--- src/rtl/scaler_pkg.sv ---
// Shared constants and types for the fractional clock scaler.
// Assumes a two-bit word address space with two live registers.
package scaler_pkg;
    localparam int RATE_IDX = 0;
    localparam int KICK_IDX = 1;

    // Decoded register selection.
    typedef enum logic [1:0] {
        SEL_NONE = 2'd0,
        SEL_RATE = 2'd1,
        SEL_KICK = 2'd2
    } reg_sel_e;
endpackage

--- src/rtl/scaler_regs.sv ---
// Register file: rate register, kick register and read mux.
// The rate register locks while the kick bit is set. The kick bit is set
// only by software and cleared only by the window sequencer.
module scaler_regs
    import scaler_pkg::*;
#(
    parameter int DATA_W    = 32,
    parameter int ADDR_W    = 2,
    parameter int FIELD_LSB = 8,
    parameter int FIELD_W   = 5,
    parameter int KICK_BIT  = 31
) (
    input  logic               clk,
    input  logic               rst_n,
    input  logic               reg_wr,
    input  logic [ADDR_W-1:0]  reg_addr,
    input  logic [DATA_W-1:0]  reg_wdata,
    input  logic               kick_clr,
    output logic [DATA_W-1:0]  reg_rdata,
    output logic [DATA_W-1:0]  rate_q,
    output logic               kick_q,
    output logic [FIELD_W-1:0] pend_field
);
    reg_sel_e          sel;
    logic [DATA_W-1:0] ctl_q;
    logic [DATA_W-1:0] ctl_d;

    // Decode the word address.
    always_comb begin
        if (reg_addr == ADDR_W'(RATE_IDX))      sel = SEL_RATE;
        else if (reg_addr == ADDR_W'(KICK_IDX)) sel = SEL_KICK;
        else                                    sel = SEL_NONE;
    end

    // Rate register: stores whole words, but only while no kick is pending.
    always_ff @(posedge clk) begin
        if (!rst_n)
            rate_q <= '0;
        else if (reg_wr && sel == SEL_RATE && !kick_q)
            rate_q <= reg_wdata;
    end

    // Kick register next state: kick bit sets on 1, ignores 0, clears from hardware.
    always_comb begin
        ctl_d = ctl_q;
        if (reg_wr && sel == SEL_KICK) begin
            ctl_d           = reg_wdata;
            ctl_d[KICK_BIT] = ctl_q[KICK_BIT] | reg_wdata[KICK_BIT];
        end
        if (kick_clr)
            ctl_d[KICK_BIT] = 1'b0;
    end

    // Kick register state.
    always_ff @(posedge clk) begin
        if (!rst_n) ctl_q <= '0;
        else        ctl_q <= ctl_d;
    end

    // Read mux; unmapped addresses read zero.
    always_comb begin
        case (sel)
            SEL_RATE: reg_rdata = rate_q;
            SEL_KICK: reg_rdata = ctl_q;
            default:  reg_rdata = '0;
        endcase
    end

    assign kick_q     = ctl_q[KICK_BIT];
    assign pend_field = rate_q[FIELD_LSB +: FIELD_W];
endmodule

--- src/rtl/scaler_window.sv ---
// Window sequencer: counts phases of a 2**FIELD_W cycle window, adopts the
// pending field at the last phase when a kick is set, and pulses the clear
// request one cycle later.
// Assumes the pending field is held stable while the kick bit is set.
module scaler_window #(
    parameter int FIELD_W = 5
) (
    input  logic               clk,
    input  logic               rst_n,
    input  logic               kick_q,
    input  logic [FIELD_W-1:0] pend_field,
    output logic [FIELD_W-1:0] phase,
    output logic [FIELD_W-1:0] active_field,
    output logic               kick_clr
);
    localparam int WIN = 2 ** FIELD_W;

    logic last_phase;
    assign last_phase = (phase == FIELD_W'(WIN - 1));

    // Phase counter, wraps naturally at the window length.
    always_ff @(posedge clk) begin
        if (!rst_n) phase <= '0;
        else        phase <= phase + 1'b1;
    end

    // Adopt the pending field at the window boundary when a kick is set.
    always_ff @(posedge clk) begin
        if (!rst_n)
            active_field <= '0;
        else if (last_phase && kick_q)
            active_field <= pend_field;
    end

    // Clear request, issued on the cycle after adoption.
    always_ff @(posedge clk) begin
        if (!rst_n) kick_clr <= 1'b0;
        else        kick_clr <= last_phase && kick_q;
    end
endmodule

--- src/rtl/scaler_accum.sv ---
// Pulse spreader: adds the multiplier (window length minus field) to an
// accumulator modulo the window length, and raises the enable on carry.
// Assumes the field only changes at a window boundary, where the
// accumulator has returned to zero.
module scaler_accum #(
    parameter int FIELD_W = 5
) (
    input  logic               clk,
    input  logic               rst_n,
    input  logic [FIELD_W-1:0] active_field,
    output logic               clk_en
);
    localparam int WIN   = 2 ** FIELD_W;
    localparam int SUM_W = FIELD_W + 1;

    logic [FIELD_W-1:0] acc_q;
    logic [SUM_W-1:0]   mult;
    logic [SUM_W-1:0]   sum;

    // Multiplier and running sum; carry out of the field width is the enable.
    always_comb begin
        mult = SUM_W'(WIN) - {1'b0, active_field};
        sum  = {1'b0, acc_q} + mult;
    end

    assign clk_en = sum[FIELD_W];

    // Accumulator keeps the remainder modulo the window length.
    always_ff @(posedge clk) begin
        if (!rst_n) acc_q <= '0;
        else        acc_q <= sum[FIELD_W-1:0];
    end
endmodule

--- src/rtl/frac_clk_scaler.sv ---
// Top: fractional pulse-swallowing clock scaler with a kick handshake.
// Assumes one-cycle write strobes and a combinational read port.
module frac_clk_scaler #(
    parameter int DATA_W    = 32,
    parameter int ADDR_W    = 2,
    parameter int FIELD_LSB = 8,
    parameter int FIELD_W   = 5,
    parameter int KICK_BIT  = 31
) (
    input  logic              clk,
    input  logic              rst_n,
    input  logic              reg_wr,
    input  logic [ADDR_W-1:0] reg_addr,
    input  logic [DATA_W-1:0] reg_wdata,
    output logic [DATA_W-1:0] reg_rdata,
    output logic              clk_en
);
    logic [DATA_W-1:0]  rate_q;
    logic               kick_q;
    logic               kick_clr;
    logic [FIELD_W-1:0] pend_field;
    logic [FIELD_W-1:0] phase;
    logic [FIELD_W-1:0] active_field;

    scaler_regs #(
        .DATA_W(DATA_W), .ADDR_W(ADDR_W), .FIELD_LSB(FIELD_LSB),
        .FIELD_W(FIELD_W), .KICK_BIT(KICK_BIT)
    ) u_regs (
        .clk(clk), .rst_n(rst_n), .reg_wr(reg_wr), .reg_addr(reg_addr),
        .reg_wdata(reg_wdata), .kick_clr(kick_clr), .reg_rdata(reg_rdata),
        .rate_q(rate_q), .kick_q(kick_q), .pend_field(pend_field)
    );

    scaler_window #(.FIELD_W(FIELD_W)) u_window (
        .clk(clk), .rst_n(rst_n), .kick_q(kick_q), .pend_field(pend_field),
        .phase(phase), .active_field(active_field), .kick_clr(kick_clr)
    );

    scaler_accum #(.FIELD_W(FIELD_W)) u_accum (
        .clk(clk), .rst_n(rst_n), .active_field(active_field), .clk_en(clk_en)
    );
endmodule

--- config.mk ---
export PLATFORM = sky130hd
export DESIGN_NAME = frac_clk_scaler
export DESIGN_NICKNAME = d
export VERILOG_FILES = /design/src/rtl/scaler_pkg.sv /design/src/rtl/scaler_regs.sv /design/src/rtl/scaler_window.sv /design/src/rtl/scaler_accum.sv /design/src/rtl/frac_clk_scaler.sv
export SDC_FILE = /design/constraint.sdc
export NUM_CORES = 1
export LEC_CHECK = 0
export BUFFER_PORTS_ARGS = -buffer_cell sky130_fd_sc_hd__buf_2
export CAP_MARGIN = 15
export CORE_ASPECT_RATIO = 0.6
export CORE_UTILIZATION = 59
export CTS_CLUSTER_SIZE = 30
export DETAILED_ROUTE_END_ITERATION = 8
export PLACE_DENSITY = 0.95
export SLEW_MARGIN = 10
export SYNTH_ARGS = -nofsm -noshare
export SYNTH_HDL_FRONTEND = slang
export SYNTH_HIERARCHICAL = 1
export SYNTH_SLANG_ARGS = --single-unit
--- constraint.sdc ---
create_clock -name clk -period 4 [get_ports clk]
set_input_delay 0.2 -clock clk [delete_from_list [all_inputs] [get_ports clk]]
set_output_delay 0.2 -clock clk [all_outputs]
set_load 0.01 [all_outputs]
Word-level counts from Yosys, hierarchy flattened
Cells that the tools add are included.
{"block": "totals", "register_bits": 80, "in_bits": 37, "out_inout_bits": 33, "word_cells": 26}
{"block": "op_classes", "n_addsub": 3, "eq_ne": 4, "muxes": 3, "n_bitwise": 2, "n_reduce_logical": 7}
{"operator": "$pmux W32 S2", "n": 1}
{"operator": "$add A5 B6 Y6", "n": 1}
{"operator": "$sub A6 B5 Y6 const A", "n": 1}
{"operator": "$add A5 B1 Y5 const B", "n": 1}
{"operator": "$eq A5 B5 Y1 const B", "n": 1}
{"operator": "$eq A2 B1 Y1 const B", "n": 2}
{"operator": "$logic_and A1 B1 Y1", "n": 4}
{"operator": "$mux W2", "n": 2}
{"operator": "$eq A2 B2 Y1 const B", "n": 1}
{"operator": "$logic_not A2 Y1", "n": 1}
{"operator": "$reduce_or A2 Y1", "n": 1}
{"operator": "$logic_not A1 Y1", "n": 1}
{"operator": "$not A1 Y1", "n": 1}
{"operator": "$or A1 B1 Y1", "n": 1}

Logic depth before layout (Yosys ltp)
Gate-level depths: netlist of run 1.
{"block": "logic_depth", "word_depth": 6, "mapped_depth": 7}

By module
Netlist of run 1, hierarchy kept.
{"module": "scaler_regs", "n_inst": 1, "cells_per_inst": 322, "area_each_um2": 2955.3}
{"module": "scaler_window", "n_inst": 1, "cells_per_inst": 42, "area_each_um2": 451.7}
{"module": "scaler_accum", "n_inst": 1, "cells_per_inst": 37, "area_each_um2": 319.1}

Worst setup path after synthesis of run 1
No wires, ideal clock.
{"block": "synth_path", "kind": "reg-to-reg", "startpoint": "register u_accum.acc_q[0]", "endpoint": "register u_accum.acc_q[4]", "setup_ns": 0.115, "t_arrival_ns": 1.356, "path_slack_ns": 2.530, "path_stages_with_launch": 8, "path_cell_list": "dfxtp_1 inv_1 ha_1 fa_1 nand2b_1 a21oi_2 xor2_1 and2_1"}
{"block": "synth_between", "elab_chain_cells": 1}
{"element": "from (decl)", "line_no": "scaler_accum.sv:16", "rtl": "logic [FIELD_W-1:0] acc_q;"}
{"element": "from (signal assigned)", "line_no": "scaler_accum.sv:31", "rtl": "else acc_q <= sum[FIELD_W-1:0];"}
{"element": "$add A5 B6 Y6", "line_no": "scaler_accum.sv:23", "rtl": "sum = {1'b0, acc_q} + mult;"}
No other way between the ends.
A chain may end at the register's enable or synchronous reset.

Worst setup path after layout of run 1
{"block": "layout_path", "startpoint": "register u_window.active_field[2]", "endpoint": "output clk_en"}
{"block": "layout_between", "elab_chain_cells": 2}
{"element": "from (decl)", "line_no": "scaler_window.sv:13", "rtl": "output logic [FIELD_W-1:0] active_field,"}
{"element": "from (signal assigned)", "line_no": "scaler_window.sv:32", "rtl": "active_field <= pend_field;"}
{"element": "$sub A6 B5 Y6", "line_no": "scaler_accum.sv:22", "rtl": "mult = SUM_W'(WIN) - {1'b0, active_field};"}
{"element": "$add A5 B6 Y6", "line_no": "scaler_accum.sv:23"}
{"element": "to (decl)", "line_no": "frac_clk_scaler.sv:16", "rtl": "output logic clk_en"}
No other way between the ends.

==> flow_summary_export.csv, run 1 <==
group,metric,value,unit
synth,syn-cell-area,0.00369,mm²
worst_setup_path,path_max_fanout,4,
clock_network,worst_setup_hold_path_clk_slew,0.07,ns
detailed_routing,routedWlPerCell,14.2,µm
hold_path,hold_path.class,"input pin to flip-flop",
sta,rsz_0062_raised_after_global_routing,"false",
sta,setup_total_negative_slack,0,ns
floorplanning,die_area,0.00658,mm²
synth,synth.net_count,441,
clock_network,worstSkewPairLatency,0.36,ns
worst_setup_path,critPathKind,"flip-flop to output port",
placed_design,port_buffers,69,
worst_setup_path,critPathSlowestCell,"dfxtp_1",
placed_design,gp_routability_congestion,0.785,
floorplanning,die_w,104,µm
clock_network,max_buffers_root_to_sink,2,
cells_and_area,share_of_cells_above_drive_strength_1,20.0,%
run_status,outcome,"complete, no violations",
grt,grt_pass1_wl,12300,µm
pwr,powerDensity,374,mW/mm²
clock_network,clock_tree_from_tritoncts,"done",
grt,global_route.overflow_total,0,
clock_network,hold_buffer_count_at_cts,0,
detailed_routing,router_iterations_before_antenna_repair,4,
clock_network,postCtsSetupRepairBufs,0,
detailed_routing,detailroute.via_count,2881,
pwr,vdd_ir_drop_max,0.201,mV
cells_and_area,syn_to_final_growth,13.1,%
sta,final_number_of_hold_violating_endpoints,0,
floorplanning,placement_rows,21,
sta,timing.clock.skew,0.00761,ns
cells_and_area,fin_nets,495,
cells_and_area,final_cells,535,
sta,min_period,1.86,ns
grt,grtUsageTotal,23.9,%
worst_setup_path,cp-start-kind,"flip-flop",
cells_and_area,fillerInstances,442,
synth,yosys_warnings,6,
worst_setup_path,crit_path_end_kind,"output port",
grt,grt_antenna_before_repair,0,
flow_run,max_cap_violations,0,
placed_design,dp_cells,519,
sta,worstMarginPinSlew,1.04,ns
pwr,static-leakage-power,2.04,nW
clock_network,cts_sinks,80,
worst_setup_path,critPathRequiredTime,3.80,ns
floorplanning,initial_core_util,63.5,%
floorplanning,core_area,0.00581,mm²
clock_network,tritoncts.num_buffers,9,
sta,drv_slew,0,
sta,setup_violation_total_in_the_final_timing_report,0,
detailed_routing,antenna_left,0,
detailed_routing,route.final.wire_length,7590,µm
cells_and_area,num_antenna_cells,0,
worst_setup_path,worst-endpoint-arrival,1.66,ns
detailed_routing,drc,0,
floorplanning,total_i_o_pin_count,70,
worst_setup_path,r2r_setup_slack,2.38,ns
synth,post_synth.cell_area_avg,9.31,µm²
sta,timing.slew.headroom,30.4,%
worst_setup_path,path_cells,"inv_1 -> ha_1 -> o21ai_0 -> a21oi_1 -> o21ai_1 -> nand2b_1 -> buf_2",
grt,first_global_vias,2640,
placed_design,place.detailed.hpwl,4950,µm
sta,min_period_over_period,46.6,%
clock_network,cts.repair.resized,0,
detailed_routing,drtIter0Drc,183,
grt,largest_net_degree_at_the_start_of_global_routing,115,
cells_and_area,layout.area.seq,0.00160,mm²
synth,post_synth_inst_count,396,
worst_setup_path,critical_path.max_stage_delay,0.33,ns
clock_network,ctsRootBufferMaster,"clkbuf_8",
clock_network,cts-htree-levels,3,
detailed_routing,vias_per_cell,5.39,
floorplanning,chipHeight,63.2,µm
sta,maximum_operating_frequency,0.537,GHz
cells_and_area,multi_input_comb_area,0.00188,mm²
[sequential cells by signal, indices dropped and copies added, names as in the netlist]
name and count:
u_window/kick_clr 1, u_window/active_field 5, u_accum/acc_q 5, u_regs/ctl_q 32, u_window/phase 5, u_regs/rate_q 32
[critical path, delay by kind of cell, from the launching register on]
kind | cells | cell delay [ns]
simple gates | 1 | 0.06
buf+inv | 2 | 0.18
flops | 1 | 0.33
compound gates | 3 | 0.41
fa+ha+maj | 1 | 0.33
[placed cells by master, fill, tap and decap left out]
master,n
o21a_1,5
nand2_1,96
a21boi_0,4
buf_4,4
nor2_1,37
and2_1,4
nor2b_1,3
clkinv_4,1
inv_1,6
buf_2,68
clkinv_2,4
nor3b_1,1
and3_1,7
nor4b_4,1
o21ai_0,1
dfxtp_1,80
nand3_1,1
nand3b_1,3
a21oi_2,1
a21boi_1,1
and3_2,1
a21oi_1,2
o21ai_1,2
bufinv_16,1
xor2_1,2
clkbuf_8,10
ha_1,7
mux2i_1,96
fa_1,1
nand2b_1,5
[per-stage QoR]
step                hold WS, ns  setup WS (ns)  power, W  instance area [µm²]  utilization [%]
detailed placement        0.449           1.94  0.000993                 3970             68.4
finish                    0.113           2.14   0.00156                 4170             71.8
floorplan                 0.322           2.53  0.000952                 3690                -
CTS                       0.102           2.14   0.00157                 4170             71.8
global route              0.105           2.00   0.00162                 4170             71.8
global placement          0.437           2.01  0.000985                 3970             68.4
[report_power, final]
part | internal, W | leakage (nW) | switching (W)
Clock | 0.000302 | 0.106 | 0.000280
Combinational | 0.0000587 | 1.28 | 0.0000810
Sequential | 0.000821 | 0.650 | 0.0000150
[area by class of cell]
type,count,share of cell area [%]
clock inverters,6,1.41
well taps,80,2.40
multi-input cells,281,45.1
inverters,6,0.540
flip-flops and latches,80,38.4
repair buffers,72,8.88
clock buffers,10,3.30
[routing by layer]
layer | wire length [µm] | part of all wire [%] | vias to the layer above | GRT usage (%)
met2 | 3570 | 47 | 88 | 40.8
met5 | 0 | 0 | - | 0
met1 | 3470 | 46 | 1366 | 28.9
met3 | 448 | 5.9 | 13 | 6.83
met4 | 103 | 1.4 | 0 | 8.75
li1 | - | - | 1414 | -
[path summary, 6_finish.rpt]
kind | start | end | cells past startpoint
max | u_window/active_field[2] | clk_en | 7
min | reg_wdata[27] | u_regs/ctl_q[27] | 3
max reg2reg | u_window/phase[0] | u_window/active_field[2] | 5
min reg2reg | u_window/phase[0] | u_window/phase[0] | 1
(Power assumes the default switching activity.)
==> run 2, diff against run 1 <==
--- a/config.mk
+++ b/config.mk
@@ -8,10 +8,10 @@
 export BUFFER_PORTS_ARGS = -buffer_cell sky130_fd_sc_hd__buf_2
 export CAP_MARGIN = 15
 export CORE_ASPECT_RATIO = 0.6
-export CORE_UTILIZATION = 59
+export CORE_UTILIZATION = 55
 export CTS_CLUSTER_SIZE = 30
 export DETAILED_ROUTE_END_ITERATION = 8
-export PLACE_DENSITY = 0.95
+export PLACE_DENSITY = 0.91
 export SLEW_MARGIN = 10
 export SYNTH_ARGS = -nofsm -noshare
 export SYNTH_HDL_FRONTEND = slang
==> constraint.sdc (replaced) <==
create_clock -name clk -period 1.72 [get_ports clk]
set_input_delay 0.086 -clock clk [delete_from_list [all_inputs] [get_ports clk]]
set_output_delay 0.086 -clock clk [all_outputs]
set_load 0.01 [all_outputs]
==> flow_summary_export.csv, run 2 (synthesized netlist as in run 1, its figures left out) <==
group,metric,value,unit
run_status,outcome,"complete, no violations",
placed_design,place_worst_setup_slack,0.152,ns
sta,setup_total_negative_slack,0,ns
detailed_routing,route.top_layer_used,"met4",
worst_setup_path,bufs_and_invs_on_worst_path,2,
clock_network,ctsRootBufferMaster,"clkbuf_8",
worst_setup_path,path_cells,"inv_1 -> ha_1 -> nand2b_1 -> a21oi_2 -> o21ai_1 -> nand2b_1 -> buf_2",
sta,post-route-worst-setup-slack,0.123,ns
worst_setup_path,critPathTopFamily,"flip-flops",
worst_setup_path,r2r_setup_slack,0.13,ns
cells_and_area,fillerInstances,500,
detailed_routing,wl_met3,374,µm
placed_design,place.detailed.hpwl,5260,µm
worst_setup_path,path_max_fanout,2,
clock_network,max_buffers_root_to_sink,2,
grt,global_route.overflow_total,0,
placed_design,instance_area_at_placement,0.00407,mm²
hold_path,hold_path.class,"input pin to flip-flop",
sta,maximum_operating_frequency,0.626,GHz
worst_setup_path,critPathRequiredTime,1.63,ns
worst_setup_path,critPathSlowestCell,"dfxtp_2",
clock_network,tritoncts.num_buffers,9,
sta,rsz_0062_raised_after_global_routing,"false",
cells_and_area,most_frequent_cells_in_the_layout,"mux2i_1 (96), nand2_1 (96), dfxtp_1 (77), buf_2 (68), nor2_1 (37)",
placed_design,gp_routability_congestion,0.772,
detailed_routing,vias_per_cell,5.26,
sta,setup_violation_total_in_the_final_timing_report,0,
cells_and_area,layout.area.seq,0.00161,mm²
detailed_routing,router_iterations_before_antenna_repair,5,
pwr,vdd_ir_drop_max,0.703,mV
floorplanning,die_area,0.00705,mm²
floorplanning,placement_rows,22,
worst_setup_path,critPathKind,"flip-flop to output port",
clock_network,worstSkewPairLatency,0.35,ns
cells_and_area,fin_nets,520,
cells_and_area,share_of_cells_above_drive_strength_1,21.9,%
detailed_routing,route.final.wire_length,7930,µm
grt,first_global_vias,2824,
worst_setup_path,worst-endpoint-arrival,1.51,ns
clock_network,cts-htree-levels,3,
sta,drv_slew,0,
sta,final_number_of_hold_violating_endpoints,0,
detailed_routing,drtIter0Drc,115,
detailed_routing,met2_length,3850,µm
sta,timing.clock.skew,0.00838,ns
cells_and_area,post-route-cell-area,0.00451,mm²
cells_and_area,num_antenna_cells,0,
detailed_routing,routedWlPerCell,14.1,µm
detailed_routing,wirelength_met1,3530,µm
flow_run,max_cap_violations,0,
worst_setup_path,worstReg2RegStart,"u_accum/acc_q[0]",
worst_setup_path,critical_path.most_common_cell,"nand2b_1",
grt,grtUsageTotal,24.1,%
detailed_routing,detailroute.via_count,2968,
floorplanning,initial_core_util,58.5,%
worst_setup_path,crit_path_end_kind,"output port",
pwr,static-leakage-power,2.18,nW
floorplanning,chipHeight,65.4,µm
sta,min_period,1.60,ns
sta,min_period_over_period,92.8,%
clock_network,cts_sinks,80,
detailed_routing,drc,0,
pwr,powerDensity,879,mW/mm²
floorplanning,die_w,108,µm
cells_and_area,multi_input_comb_area,0.00190,mm²
grt,largest_net_degree_at_the_start_of_global_routing,73,
cells_and_area,syn_to_final_growth,22.4,%
hold_path,holdCritStartpoint,"reg_wdata[26]",
detailed_routing,antenna_left,0,
worst_setup_path,critical_path_launch_point,"u_window/active_field[1]",
grt,grt_antenna_before_repair,0,
sta,timing.slew.headroom,66.4,%
worst_setup_path,critical_path.max_stage_delay,0.33,ns
cells_and_area,largest_registers,"u_regs/ctl_q: 32 flops, u_regs/rate_q: 32 flops",
grt,grt_pass1_wl,13000,µm
floorplanning,core_area,0.00630,mm²
sta,worstMarginPinSlew,0.503,ns
placed_design,port_buffers,69,
sta,hold_ws,0.0137,ns
floorplanning,total_i_o_pin_count,70,
clock_network,worst_setup_hold_path_clk_slew,0.09,ns
worst_setup_path,cp-start-kind,"flip-flop",
clock_network,clock_tree_from_tritoncts,"done",
[run 2: routing by layer]
layer | global-route usage, % | vias up
li1 | - | 1465
met1 | 28.1 | 1404
met2 | 41.9 | 81
met3 | 6.55 | 18
met4 | 10.3 | 0
met5 | 0 | -
[run 2: final timing paths]
path / to / cells past startpoint
setup / recovery: clk_en / 7
hold / removal: u_regs/ctl_q[26] / 3
setup reg to reg: u_accum/acc_q[4] / 7
hold reg to reg: u_window/phase[0] / 1
[run 2: what timing repair did]
item,in CTS,in global routing
setup endpoints to repair,1,1
pin swaps,0,0
hold endpoints to repair,28,0
buffers inserted,0,1
hold buffers,17,0
gates resized for setup,2,5
[run 2: power by group]
group / leakage (nW) / switching (W) / internal (W)
clock: 0.116 / 0.000683 / 0.000966
sequential: 0.651 / 0.0000314 / 0.00191
combinational: 1.41 / 0.000201 / 0.000178
[run 2: layout make-up]
cell class / count / area share, %
repair buffers: 97 / 14.1
well taps: 84 / 2.33
flip-flops and latches: 80 / 35.6
inverters: 6 / 0.499
clock inverters: 7 / 2.63
clock buffers: 9 / 2.74
multi-input cells: 281 / 42.1
[run 2: stage by stage]
stage                     cells  total power [W]  utilization [%]
after global placement      530          0.00231             64.5
final                       564          0.00397             71.6
after floorplan             396          0.00221                -
after global routing        564          0.00412             71.6
after CTS                   563          0.00400             71.3
after detailed placement    530          0.00233             64.5
[run 2: worst reg2reg max path: stages (launching register included)]
cell	delay, ns
dfxtp_1	0.31
inv_1	0.04
ha_1	0.19
fa_1	0.39
nand2b_1	0.19
a21oi_2	0.14
xor2_1	0.14
and2_1	0.13
==> run 3, diff against run 2 <==
--- a/config.mk
+++ b/config.mk
@@ -8,12 +8,14 @@
 export BUFFER_PORTS_ARGS = -buffer_cell sky130_fd_sc_hd__buf_2
 export CAP_MARGIN = 15
 export CORE_ASPECT_RATIO = 0.6
+export CORE_MARGIN = 4
 export CORE_UTILIZATION = 55
 export CTS_CLUSTER_SIZE = 30
 export DETAILED_ROUTE_END_ITERATION = 8
 export PLACE_DENSITY = 0.91
-export SLEW_MARGIN = 10
+export SLEW_MARGIN = 30
 export SYNTH_ARGS = -nofsm -noshare
 export SYNTH_HDL_FRONTEND = slang
 export SYNTH_HIERARCHICAL = 1
 export SYNTH_SLANG_ARGS = --single-unit
+export TNS_END_PERCENT = 100
==> flow_summary_export.csv, run 3 (synthesized netlist as in run 1, its figures left out) <==
group,metric,value,unit
clock_network,cts-htree-levels,3,
clock_network,max_buffers_root_to_sink,2,
worst_setup_path,critPathSlowestCell,"fa_2",
detailed_routing,routedWlPerCell,14.5,µm
pwr,vdd_ir_drop_max,0.659,mV
detailed_routing,antenna_left,0,
hold_path,hold_path.class,"input pin to flip-flop",
floorplanning,placement_rows,22,
worst_setup_path,critPathKind,"flip-flop to flip-flop",
cells_and_area,largest_registers,"u_regs/ctl_q: 32 flops, u_regs/rate_q: 32 flops",
grt,grt_pass1_wl,13300,µm
worst_setup_path,critical_path.max_stage_delay,0.36,ns
floorplanning,initial_core_util,58.5,%
worst_setup_path,cp.depth,7,
cells_and_area,layout.area.seq,0.00160,mm²
worst_setup_path,critPathTopFamily,"adder cells",
detailed_routing,drtIter0Drc,135,
detailed_routing,route.final.wire_length,8010,µm
detailed_routing,detailroute.via_count,2850,
worst_setup_path,worst-endpoint-arrival,1.89,ns
detailed_routing,router_iterations_before_antenna_repair,4,
sta,timing.slew.headroom,77.3,%
pwr,static-leakage-power,2.11,nW
sta,setup_total_negative_slack,0,ns
worst_setup_path,worstReg2RegStart,"u_accum/acc_q[0]",
clock_network,worst_setup_hold_path_clk_slew,0.07,ns
clock_network,cts_sinks,80,
worst_setup_path,worst_r2r_path_depth,7,
placed_design,port_buffers,69,
grt,grtUsageTotal,20.4,%
cells_and_area,most_frequent_cells_in_the_layout,"mux2i_1 (96), nand2_1 (96), dfxtp_1 (79), buf_2 (68), nor2_1 (37)",
sta,maximum_operating_frequency,0.624,GHz
cells_and_area,syn_to_final_growth,18.3,%
pwr,powerDensity,851,mW/mm²
grt,global_route.overflow_total,0,
sta,worstMarginPinSlew,0.340,ns
worst_setup_path,bufs_and_invs_on_worst_path,1,
run_status,outcome,"complete, no violations",
floorplanning,die_w,114,µm
worst_setup_path,cp-endpoint,"u_accum/acc_q[4]",
sta,drv_slew,0,
clock_network,ctsRootBufferMaster,"clkbuf_8",
cells_and_area,multi_input_comb_area,0.00194,mm²
sta,rsz_0062_raised_after_global_routing,"false",
floorplanning,core_area,0.00630,mm²
sta,timing.clock.skew,0.00364,ns
placed_design,gp_routability_congestion,0.795,
worst_setup_path,critical_path_launch_point,"u_accum/acc_q[0]",
clock_network,clock_tree_from_tritoncts,"done",
sta,setup_violation_total_in_the_final_timing_report,0,
worst_setup_path,path_max_fanout,2,
cells_and_area,fin_nets,508,
worst_setup_path,path_cells,"inv_1 -> ha_1 -> fa_2 -> nand2b_4 -> a21oi_2 -> xor2_1 -> and2_1",
placed_design,place.detailed.hpwl,5450,µm
grt,largest_net_degree_at_the_start_of_global_routing,43,
worst_setup_path,crit_path_end_kind,"flip-flop",
detailed_routing,vias_per_cell,5.17,
worst_setup_path,cp-start-kind,"flip-flop",
grt,grt_antenna_before_repair,0,
clock_network,worstSkewPairLatency,0.34,ns
cells_and_area,final_cells,551,
hold_path,whs_path_depth,3,
worst_setup_path,critPathRequiredTime,2.01,ns
detailed_routing,drc,0,
floorplanning,total_i_o_pin_count,70,
worst_setup_path,r2r_setup_slack,0.12,ns
sta,final_number_of_hold_violating_endpoints,0,
worst_setup_path,regToRegEndpoint,"u_accum/acc_q[4]",
floorplanning,chipHeight,71.4,µm
flow_run,max_cap_violations,0,
sta,min_period,1.60,ns
cells_and_area,fillerInstances,487,
grt,first_global_vias,2939,
floorplanning,die_area,0.00812,mm²
cells_and_area,share_of_cells_above_drive_strength_1,22.7,%
sta,min_period_over_period,93.2,%
placed_design,dp_cells,531,
cells_and_area,num_antenna_cells,0,
clock_network,tritoncts.num_buffers,9,
[run 3: cell count changes in the layout (fill, tap and decap cells not counted), moves of 2 or more]
| cell | change |
|---|---|
| dlygate4sd3_1 | -13 |
| buf_4 | +3 |
| buf_12 | -2 |
| clkbuf_1 | +2 |
| clkinvlp_4 | -2 |
| dfxtp_1 | +2 |
| dfxtp_2 | -2 |
| ha_1 | -2 |
| ha_4 | +2 |
| nand2b_1 | -2 |
| nand2b_4 | +2 |
[run 3: area by class of cell]
type                            count  share of cell area, %
Tap cell                           84                   2.41
Inverter                            6                  0.516
Clock buffer                       11                   3.01
Timing Repair Buffer               85                   11.2
Clock inverter                      4                   1.61
Multi-Input combinational cell    281                   44.5
Sequential cell                    80                   36.7
[run 3: power by group]
| part | internal [W] | switching [W] |
|---|---|---|
| clock network | 0.000806 | 0.000620 |
| logic | 0.000154 | 0.000194 |
| registers | 0.00191 | 0.0000312 |
| total | 0.00287 | 0.000845 |
[run 3: how the worst min path moves through the flow]
| stage | start | end |
|---|---|---|
| final | reg_wdata[19] | u_regs/ctl_q[19] |
| after global routing | reg_wdata[25] | u_regs/rate_q[25] |
| after CTS | reg_wdata[19] | u_regs/ctl_q[19] |
| after detailed placement | reg_wdata[29] | u_regs/ctl_q[29] |
| after global placement | reg_wdata[27] | u_regs/ctl_q[27] |
| after floorplan | rst_n | u_accum/acc_q[4] |
[run 3: per-layer routing]
metal  share of wire (%)  vias to the layer above  wire, µm  global-route usage [%]
li1                    -                     1437         -                       -
met1                  46                     1340      3690                    24.6
met2                  48                       65      3850                    35.3
met3                 5.1                        8       406                    6.16
met4                0.91                        0        73                    6.00
met5                   0                        -         0                       0
[run 3: what timing repair did]
action	4_1_cts	5_1_grt
gates resized for setup	0	10
hold endpoints to repair	7	0
buffers inserted	0	1
setup endpoints to repair	0	2
hold buffers	4	0
[run 3: worst register-to-register path, stage by stage, from the launching register on]
cell	delay (ns)
dfxtp_1	0.31
inv_1	0.04
ha_1	0.21
fa_2	0.36
nand2b_4	0.16
a21oi_2	0.18
xor2_1	0.17
and2_1	0.13
[run 3: stage by stage]
step	setup slack, ns	power [W]	instance area (µm²)	utilization (%)	hold slack [ns]
6_report	0.116	0.00372	4360	69.2	0.0106
5_1_grt	0.0119	0.00388	4360	69.2	0.00673
4_1_cts	0.00552	0.00375	4290	68.1	0.000216
3_5_place_dp	0.138	0.00233	4050	64.3	0.363
3_3_place_gp	0.205	0.00231	4050	64.3	0.355
2_1_floorplan	0.250	0.00221	3690	-	0.208
